## config.mk

```make
export PLATFORM = sky130hd
export DESIGN_NAME = asram_ctrl
export DESIGN_NICKNAME = d
export VERILOG_FILES = /design/src/rtl/asram_pkg.sv /design/src/rtl/asram_timer.sv /design/src/rtl/asram_dpath.sv /design/src/rtl/asram_ctrl.sv
export SDC_FILE = /design/constraint.sdc
export NUM_CORES = 1
export LEC_CHECK = 0
export BUFFER_PORTS_ARGS = -buffer_cell sky130_fd_sc_hd__buf_2
export CAP_MARGIN = 15
export CORE_UTILIZATION = 40
export CTS_CLUSTER_SIZE = 40
export DETAILED_ROUTE_END_ITERATION = 6
export PLACE_DENSITY = 0.71
export SLEW_MARGIN = 20
export SYNTH_ARGS = -nofsm -noshare
export SYNTH_HDL_FRONTEND = slang
export SYNTH_SLANG_ARGS = --single-unit
```

## constraint.sdc

```tcl
create_clock -name clk -period 4.08 [get_ports clk]
set_clock_uncertainty 0.15 [all_clocks]
set_input_delay 0.816 -clock clk [delete_from_list [all_inputs] [get_ports clk]]
set_output_delay 0.816 -clock clk [all_outputs]
set_load 0.01 [all_outputs]
```

## src/rtl/asram_pkg.sv

```systemverilog
package asram_pkg;

  typedef enum logic [2:0] {
    ST_IDLE  = 3'd0,
    ST_RD    = 3'd1,
    ST_RREC  = 3'd2,
    ST_WR    = 3'd3,
    ST_WHOLD = 3'd4
  } asram_state_e;

  function automatic int unsigned cdiv(input int unsigned num, input int unsigned den);
    return (num + den - 1) / den;
  endfunction

  function automatic int unsigned max2(input int unsigned a, input int unsigned b);
    return (a > b) ? a : b;
  endfunction

endpackage

```

## src/rtl/asram_timer.sv

```systemverilog
module asram_timer #(
  parameter int unsigned CW = 3
) (
  input  logic          clk,
  input  logic          rst_n,
  input  logic          load_i,
  input  logic [CW-1:0] val_i,
  output logic          done_o
);

  logic [CW-1:0] cnt_q;
  logic [CW-1:0] cnt_d;
  logic          cnt_en;

  always_comb begin
    cnt_en = load_i || (cnt_q != '0);
    cnt_d  = load_i ? val_i : (cnt_q - 1'b1);
  end

  always_ff @(posedge clk or negedge rst_n) begin
    if (!rst_n)      cnt_q <= '0;
    else if (cnt_en) cnt_q <= cnt_d;
  end

  assign done_o = (cnt_q == '0);

endmodule

```

## src/rtl/asram_dpath.sv

```systemverilog
module asram_dpath #(
  parameter int unsigned AW = 17,
  parameter int unsigned DW = 24
) (
  input  logic          clk,
  input  logic          rst_n,
  input  logic          accept_i,
  input  logic          cap_i,
  input  logic [AW-1:0] addr_i,
  input  logic [DW-1:0] wdata_i,
  input  logic [DW-1:0] dq_i,
  output logic [AW-1:0] addr_o,
  output logic [DW-1:0] dq_o,
  output logic [DW-1:0] rdata_o
);

  logic [AW-1:0] addr_q;
  logic [DW-1:0] wdata_q;
  logic [DW-1:0] rdata_q;

  always_ff @(posedge clk or negedge rst_n) begin
    if (!rst_n) begin
      addr_q  <= '0;
      wdata_q <= '0;
    end else if (accept_i) begin
      addr_q  <= addr_i;
      wdata_q <= wdata_i;
    end
  end

  always_ff @(posedge clk or negedge rst_n) begin
    if (!rst_n)     rdata_q <= '0;
    else if (cap_i) rdata_q <= dq_i;
  end

  assign addr_o  = addr_q;
  assign dq_o    = wdata_q;
  assign rdata_o = rdata_q;

endmodule

```

## src/rtl/asram_ctrl.sv

```systemverilog
module asram_ctrl
  import asram_pkg::*;
#(
  parameter int unsigned AW        = 17,
  parameter int unsigned DW        = 24,
  parameter int unsigned CLK_PS    = 5000,
  parameter int unsigned T_AA_PS   = 12000,
  parameter int unsigned T_PWE_PS  = 8000,
  parameter int unsigned T_SD_PS   = 6000,
  parameter int unsigned T_WC_PS   = 12000,
  parameter int unsigned T_HZ_PS   = 6000
) (
  input  logic          clk,
  input  logic          rst_n,
  input  logic          req_i,
  input  logic          we_req_i,
  input  logic [AW-1:0] addr_i,
  input  logic [DW-1:0] wdata_i,
  output logic [DW-1:0] rdata_o,
  output logic          ack_o,
  output logic [AW-1:0] mem_addr_o,
  output logic [DW-1:0] mem_dq_o,
  input  logic [DW-1:0] mem_dq_i,
  output logic          mem_dq_oe_o,
  output logic          mem_ce1_n_o,
  output logic          mem_ce2_o,
  output logic          mem_ce3_n_o,
  output logic          mem_we_n_o,
  output logic          mem_oe_n_o
);

  localparam int unsigned RD_CYC = max2(cdiv(T_AA_PS, CLK_PS), 1);
  localparam int unsigned WC_M1  = max2(cdiv(T_WC_PS, CLK_PS), 2) - 1;
  localparam int unsigned WP_CYC = max2(max2(cdiv(T_PWE_PS, CLK_PS), cdiv(T_SD_PS, CLK_PS)),
                                        max2(WC_M1, 1));
  localparam int unsigned HZ_CYC = max2(cdiv(T_HZ_PS, CLK_PS), 1);
  localparam int unsigned MAXC   = max2(max2(RD_CYC, WP_CYC), HZ_CYC);
  localparam int unsigned CW     = $clog2(MAXC + 1);
  localparam int unsigned FW     = $clog2(HZ_CYC + 1);

  asram_state_e  state_q, state_d;
  logic          accept, cap, tmr_load, tmr_done;
  logic [CW-1:0] tmr_val;

  logic sel_d, we_n_d, oe_n_d, dq_oe_d;
  logic sel_q, we_n_q, oe_n_q, dq_oe_q;

  // next-state process
  always_comb begin
    state_d  = state_q;
    accept   = 1'b0;
    cap      = 1'b0;
    tmr_load = 1'b0;
    tmr_val  = '0;
    unique case (state_q)
      ST_IDLE: if (req_i) begin
        accept   = 1'b1;
        tmr_load = 1'b1;
        if (we_req_i) begin
          state_d = ST_WR;
          tmr_val = CW'(WP_CYC - 1);
        end else begin
          state_d = ST_RD;
          tmr_val = CW'(RD_CYC - 1);
        end
      end
      ST_RD: if (tmr_done) begin
        cap      = 1'b1;
        tmr_load = 1'b1;
        tmr_val  = CW'(HZ_CYC - 1);
        state_d  = ST_RREC;
      end
      ST_RREC:  if (tmr_done) state_d = ST_IDLE;
      ST_WR:    if (tmr_done) state_d = ST_WHOLD;
      ST_WHOLD: state_d = ST_IDLE;
      default:  state_d = ST_IDLE;
    endcase
  end

  // strobe decode of the next state, registered so the pins come from flops
  always_comb begin
    sel_d   = (state_d == ST_RD) || (state_d == ST_WR);
    oe_n_d  = (state_d != ST_RD);
    we_n_d  = (state_d != ST_WR);
    dq_oe_d = (state_d == ST_WR) || (state_d == ST_WHOLD);
  end

  always_ff @(posedge clk or negedge rst_n) begin
    if (!rst_n) begin
      state_q <= ST_IDLE;
      sel_q   <= 1'b0;
      we_n_q  <= 1'b1;
      oe_n_q  <= 1'b1;
      dq_oe_q <= 1'b0;
    end else begin
      state_q <= state_d;
      sel_q   <= sel_d;
      we_n_q  <= we_n_d;
      oe_n_q  <= oe_n_d;
      dq_oe_q <= dq_oe_d;
    end
  end

  asram_timer #(.CW(CW)) u_timer (
    .clk    (clk),
    .rst_n  (rst_n),
    .load_i (tmr_load),
    .val_i  (tmr_val),
    .done_o (tmr_done)
  );

  asram_dpath #(.AW(AW), .DW(DW)) u_dpath (
    .clk      (clk),
    .rst_n    (rst_n),
    .accept_i (accept),
    .cap_i    (cap),
    .addr_i   (addr_i),
    .wdata_i  (wdata_i),
    .dq_i     (mem_dq_i),
    .addr_o   (mem_addr_o),
    .dq_o     (mem_dq_o),
    .rdata_o  (rdata_o)
  );

  assign ack_o       = (state_q == ST_WHOLD) || ((state_q == ST_RREC) && tmr_done);
  assign mem_ce1_n_o = ~sel_q;
  assign mem_ce2_o   = sel_q;
  assign mem_ce3_n_o = ~sel_q;
  assign mem_we_n_o  = we_n_q;
  assign mem_oe_n_o  = oe_n_q;
  assign mem_dq_oe_o = dq_oe_q;

  // cycles the bus has been floating with output enable high (saturating)
  logic [FW-1:0] float_cnt;
  always_ff @(posedge clk or negedge rst_n) begin
    if (!rst_n)                       float_cnt <= FW'(HZ_CYC);
    else if (!oe_n_q)                 float_cnt <= '0;
    else if (!dq_oe_q && (float_cnt != FW'(HZ_CYC))) float_cnt <= float_cnt + 1'b1;
  end

  a_r1_idle_deselected: assert property (@(posedge clk) disable iff (!rst_n)
    (state_q == ST_IDLE) |-> (mem_ce1_n_o && !mem_ce2_o && mem_ce3_n_o &&
                              mem_we_n_o && mem_oe_n_o && !mem_dq_oe_o && !ack_o));

  a_r2_select_pattern: assert property (@(posedge clk) disable iff (!rst_n)
    (!mem_we_n_o || !mem_oe_n_o) |-> (!mem_ce1_n_o && mem_ce2_o && !mem_ce3_n_o));

  a_r4_addr_stable: assert property (@(posedge clk) disable iff (!rst_n)
    (!mem_we_n_o && $past(!mem_we_n_o)) |-> $stable(mem_addr_o));

  a_r4_data_stable: assert property (@(posedge clk) disable iff (!rst_n)
    (!mem_we_n_o && $past(!mem_we_n_o)) |-> $stable(mem_dq_o));

  a_r5_hold_after_write: assert property (@(posedge clk) disable iff (!rst_n)
    $rose(mem_we_n_o) |-> (mem_dq_oe_o && mem_ce1_n_o && $stable(mem_dq_o)));

  a_r6_drive_only_oe_high: assert property (@(posedge clk) disable iff (!rst_n)
    mem_dq_oe_o |-> mem_oe_n_o);

  a_r7_float_before_drive: assert property (@(posedge clk) disable iff (!rst_n)
    $rose(mem_dq_oe_o) |-> (float_cnt >= FW'(HZ_CYC)));

  a_r8_ack_single: assert property (@(posedge clk) disable iff (!rst_n)
    ack_o |=> !ack_o);

endmodule

```

==> impl_metrics.json <==
{
  "die_w_um": 87.2,
  "hpwl_um": 4170,
  "grt_usage": 0.158,
  "port_buffers": 140,
  "placement.cell_area_mm2": 0.00368,
  "cts_max_level": 3,
  "final_cell_area_mm2": 0.00389,
  "wirelength_um": 5740,
  "syn-num-nets": 254,
  "hold_end": "u_dpath.rdata_o[22]",
  "utilization": 0.564,
  "leakagePower_nw": 1.93,
  "worstReg2RegStart": "u_timer.cnt_q[0]",
  "nets": 397,
  "crit_fanout": 8,
  "netlist_instances": 184,
  "grt_pass1_wl_um": 9030,
  "initial_utilization": 0.421,
  "cp_slowest_stage_delay_ps": 390,
  "cts_hold_buffers": 0,
  "core_area_mm2": 0.00691,
  "die_y_um": 87.2,
  "areaGrowthSynthToFinish_pct": 34.0,
  "fin_crit_ps": 2570,
  "fin_cells": 428,
  "power_density_mw_per_mm2": 822,
  "status": "finished clean",
  "synth_cell_types": 26,
  "cts_tree": "done",
  "dp_worst_setup_slack_ps": 1540,
  "worst-r2r-cell-count": 6,
  "via_per_inst": 4.67,
  "drcViolationCount": 0,
  "diodes": 0,
  "setup_tns_ps": 0,
  "critPathArrivalTime_ps": 1610,
  "clock_sinks": 74,
  "p_total_mw": 3.20,
  "whs_ps": 345,
  "rows": 30,
  "holdCritStartpoint": "u_dpath.rdata_o[22]",
  "vias": 1999,
  "ys_seq_area_frac": 0.638,
  "worstPathRequired_ps": 3110,
  "clock_tree.buffer_depth": 2,
  "wl_per_cell_um": 13.4,
  "clk_pin_slew_worst_paths_ps": 70,
  "holdPathStages": 1,
  "synth.avg_cell_area_um2": 15.8,
  "io_pins": 141,
  "slew_headroom": 0.402,
  "reg2reg_to": "u_dpath.rdata_o[10]",
  "layout-drive-gt1-share": 0.684,
  "grt_pass1_vias": 1989,
  "tightest_slew_ps": 897,
  "drt_pass1_iterations": 4,
  "cts_root_buf": "clkbuf_8",
  "rsz0062_at_grt": "false",
  "ctsResizeCount": 0,
  "clkLatencyLatePin_ps": 330,
  "cp_slowest_cell": "dfrtp_1",
  "critical_path_class": "flip-flop to output pin",
  "period_share": 0.631,
  "hold_violations": 0,
  "endpoint_kind": "output pin",
  "drt_iter0_drc": 41,
  "ys_seq_elements": 74,
  "layout_setup_ws_ps": 1510,
  "numCtsBuffers": 9,
  "ant_nets": 0,
  "holdCritPathClass": "flip-flop to flip-flop",
  "die-area_mm2": 0.00761,
  "slew_viol_final": 0,
  "crit_chain": "inv_1 > ha_1 > nor2b_4 > mux2i_1 > nor2_1 > buf_2",
  "ir_worst_vdd_uv": 423,
  "overflow": 0,
  "postCtsSetupBuffers": 0,
  "antenna_found_initial": 0,
  "gp_congestion": 0.718,
  "fmax_mhz": 388,
  "max-cap-violations": 0,
  "setup_viol": 0,
  "place_inst": 412,
  "netlist_area_mm2": 0.00291,
  "grt_max_degree": 46,
  "startpoint_type": "flip-flop",
  "ys.warnings.count": 0,
  "r2r_slack_ps": 1560
}
==> synth_stat cells (all sizes together) <==
library cell  count  area (um2)
buf              12        90.1
nand4bb           1        11.3
a21o              1        7.51
a21oi             3        15.0
and3              1        6.26
a211o             2        17.5
nor2              4        15.0
nor2b             1        13.8
xor2              1        8.76
mux2             65         732
ha                1        12.5
nand2             2        7.51
nand2b            3        18.8
nand3             1        5.00
nor3b             1        18.8
nor4b             1        15.0
a31oi             1        6.26
dfrtp            72        1800
dfstp             2        52.6
mux2i             1        10.0
nand3b            2        15.0
inv               5        18.8
o31ai             1        7.51
==> placed cells by master, fill, tap and decap left out, types with 3 or more instances in the layout <==
cell type,count
buf_4,4
inv_1,5
dfrtp_1,72
a21oi_1,3
clkbuf_8,10
nor2_1,4
buf_2,140
nand2b_1,3
mux2_2,63
==> registers in the layout (all words and copies together), names as in the netlist <==
name,count
u_dpath.dq_o,24
u_dpath.rdata_o,24
u_dpath.addr_o,17
state_q,3
u_timer.cnt_q,2
mem_ce2_o,1
mem_dq_oe_o,1
mem_oe_n_o,1
mem_we_n_o,1
==> worst max-delay path by stage <==
stage	start	endpoint	slack, ps	depth (start not counted)
floorplan	u_timer.cnt_q[0]	ack_o	2070	6
global placement	u_timer.cnt_q[0]	u_dpath.rdata_o[14]	1660	6
detailed placement	u_timer.cnt_q[0]	u_dpath.rdata_o[10]	1540	6
CTS	u_timer.cnt_q[0]	ack_o	1480	6
global route	u_timer.cnt_q[0]	ack_o	1380	6
finish	u_timer.cnt_q[0]	ack_o	1510	6
==> layout make-up <==
class / instances / area, um2
Clock buffer: 11 / 141
Clock inverter: 5 / 77.6
Fill cell: 633 / 3010
Inverter: 5 / 18.8
Multi-Input combinational cell: 93 / 952
Sequential cell: 74 / 1850
Tap cell: 96 / 120
Timing Repair Buffer: 144 / 731
==> power breakdown <==
group / switching, mW / internal (mW)
Clock: 0.260 / 0.359
Sequential: 0.194 / 1.11
Combinational: 0.583 / 0.692
==> kinds of logic (layout without fill, tap and decap cells) <==
| logic type | Yosys count | count (layout) | share of synthesized area |
|---|---|---|---|
| flip-flops | 74 | 74 | 0.638 |
| multiplexers | 66 | 66 | 0.255 |
| AND/OR/NAND/NOR | 17 | 17 | 0.0435 |
| buffers and inverters | 17 | 165 | 0.0375 |
| AO/OA/AOI/OAI | 8 | 8 | 0.0185 |
| adder cells (fa/ha/maj) | 1 | 1 | 0.00430 |
| XOR/XNOR | 1 | 1 | 0.00301 |
==> metal layers <==
layer | share of wire | up-vias | track usage
met3 | 0.080 | 6 | 0.0607
met2 | 0.51 | 77 | 0.276
met5 | 0 | - | 0
met4 | 0.011 | 0 | 0.0626
li1 | - | 918 | -
met1 | 0.40 | 998 | 0.172
==> worst max-delay path: cells and delay by family, from the launching register on <==
kind          cells  cell delay [ps]
buf+inv           2              190
simple gates      2              310
flops             1              390
fa+ha+maj         1              300
mux               1               80
Power figures use the tool's default switching activity.
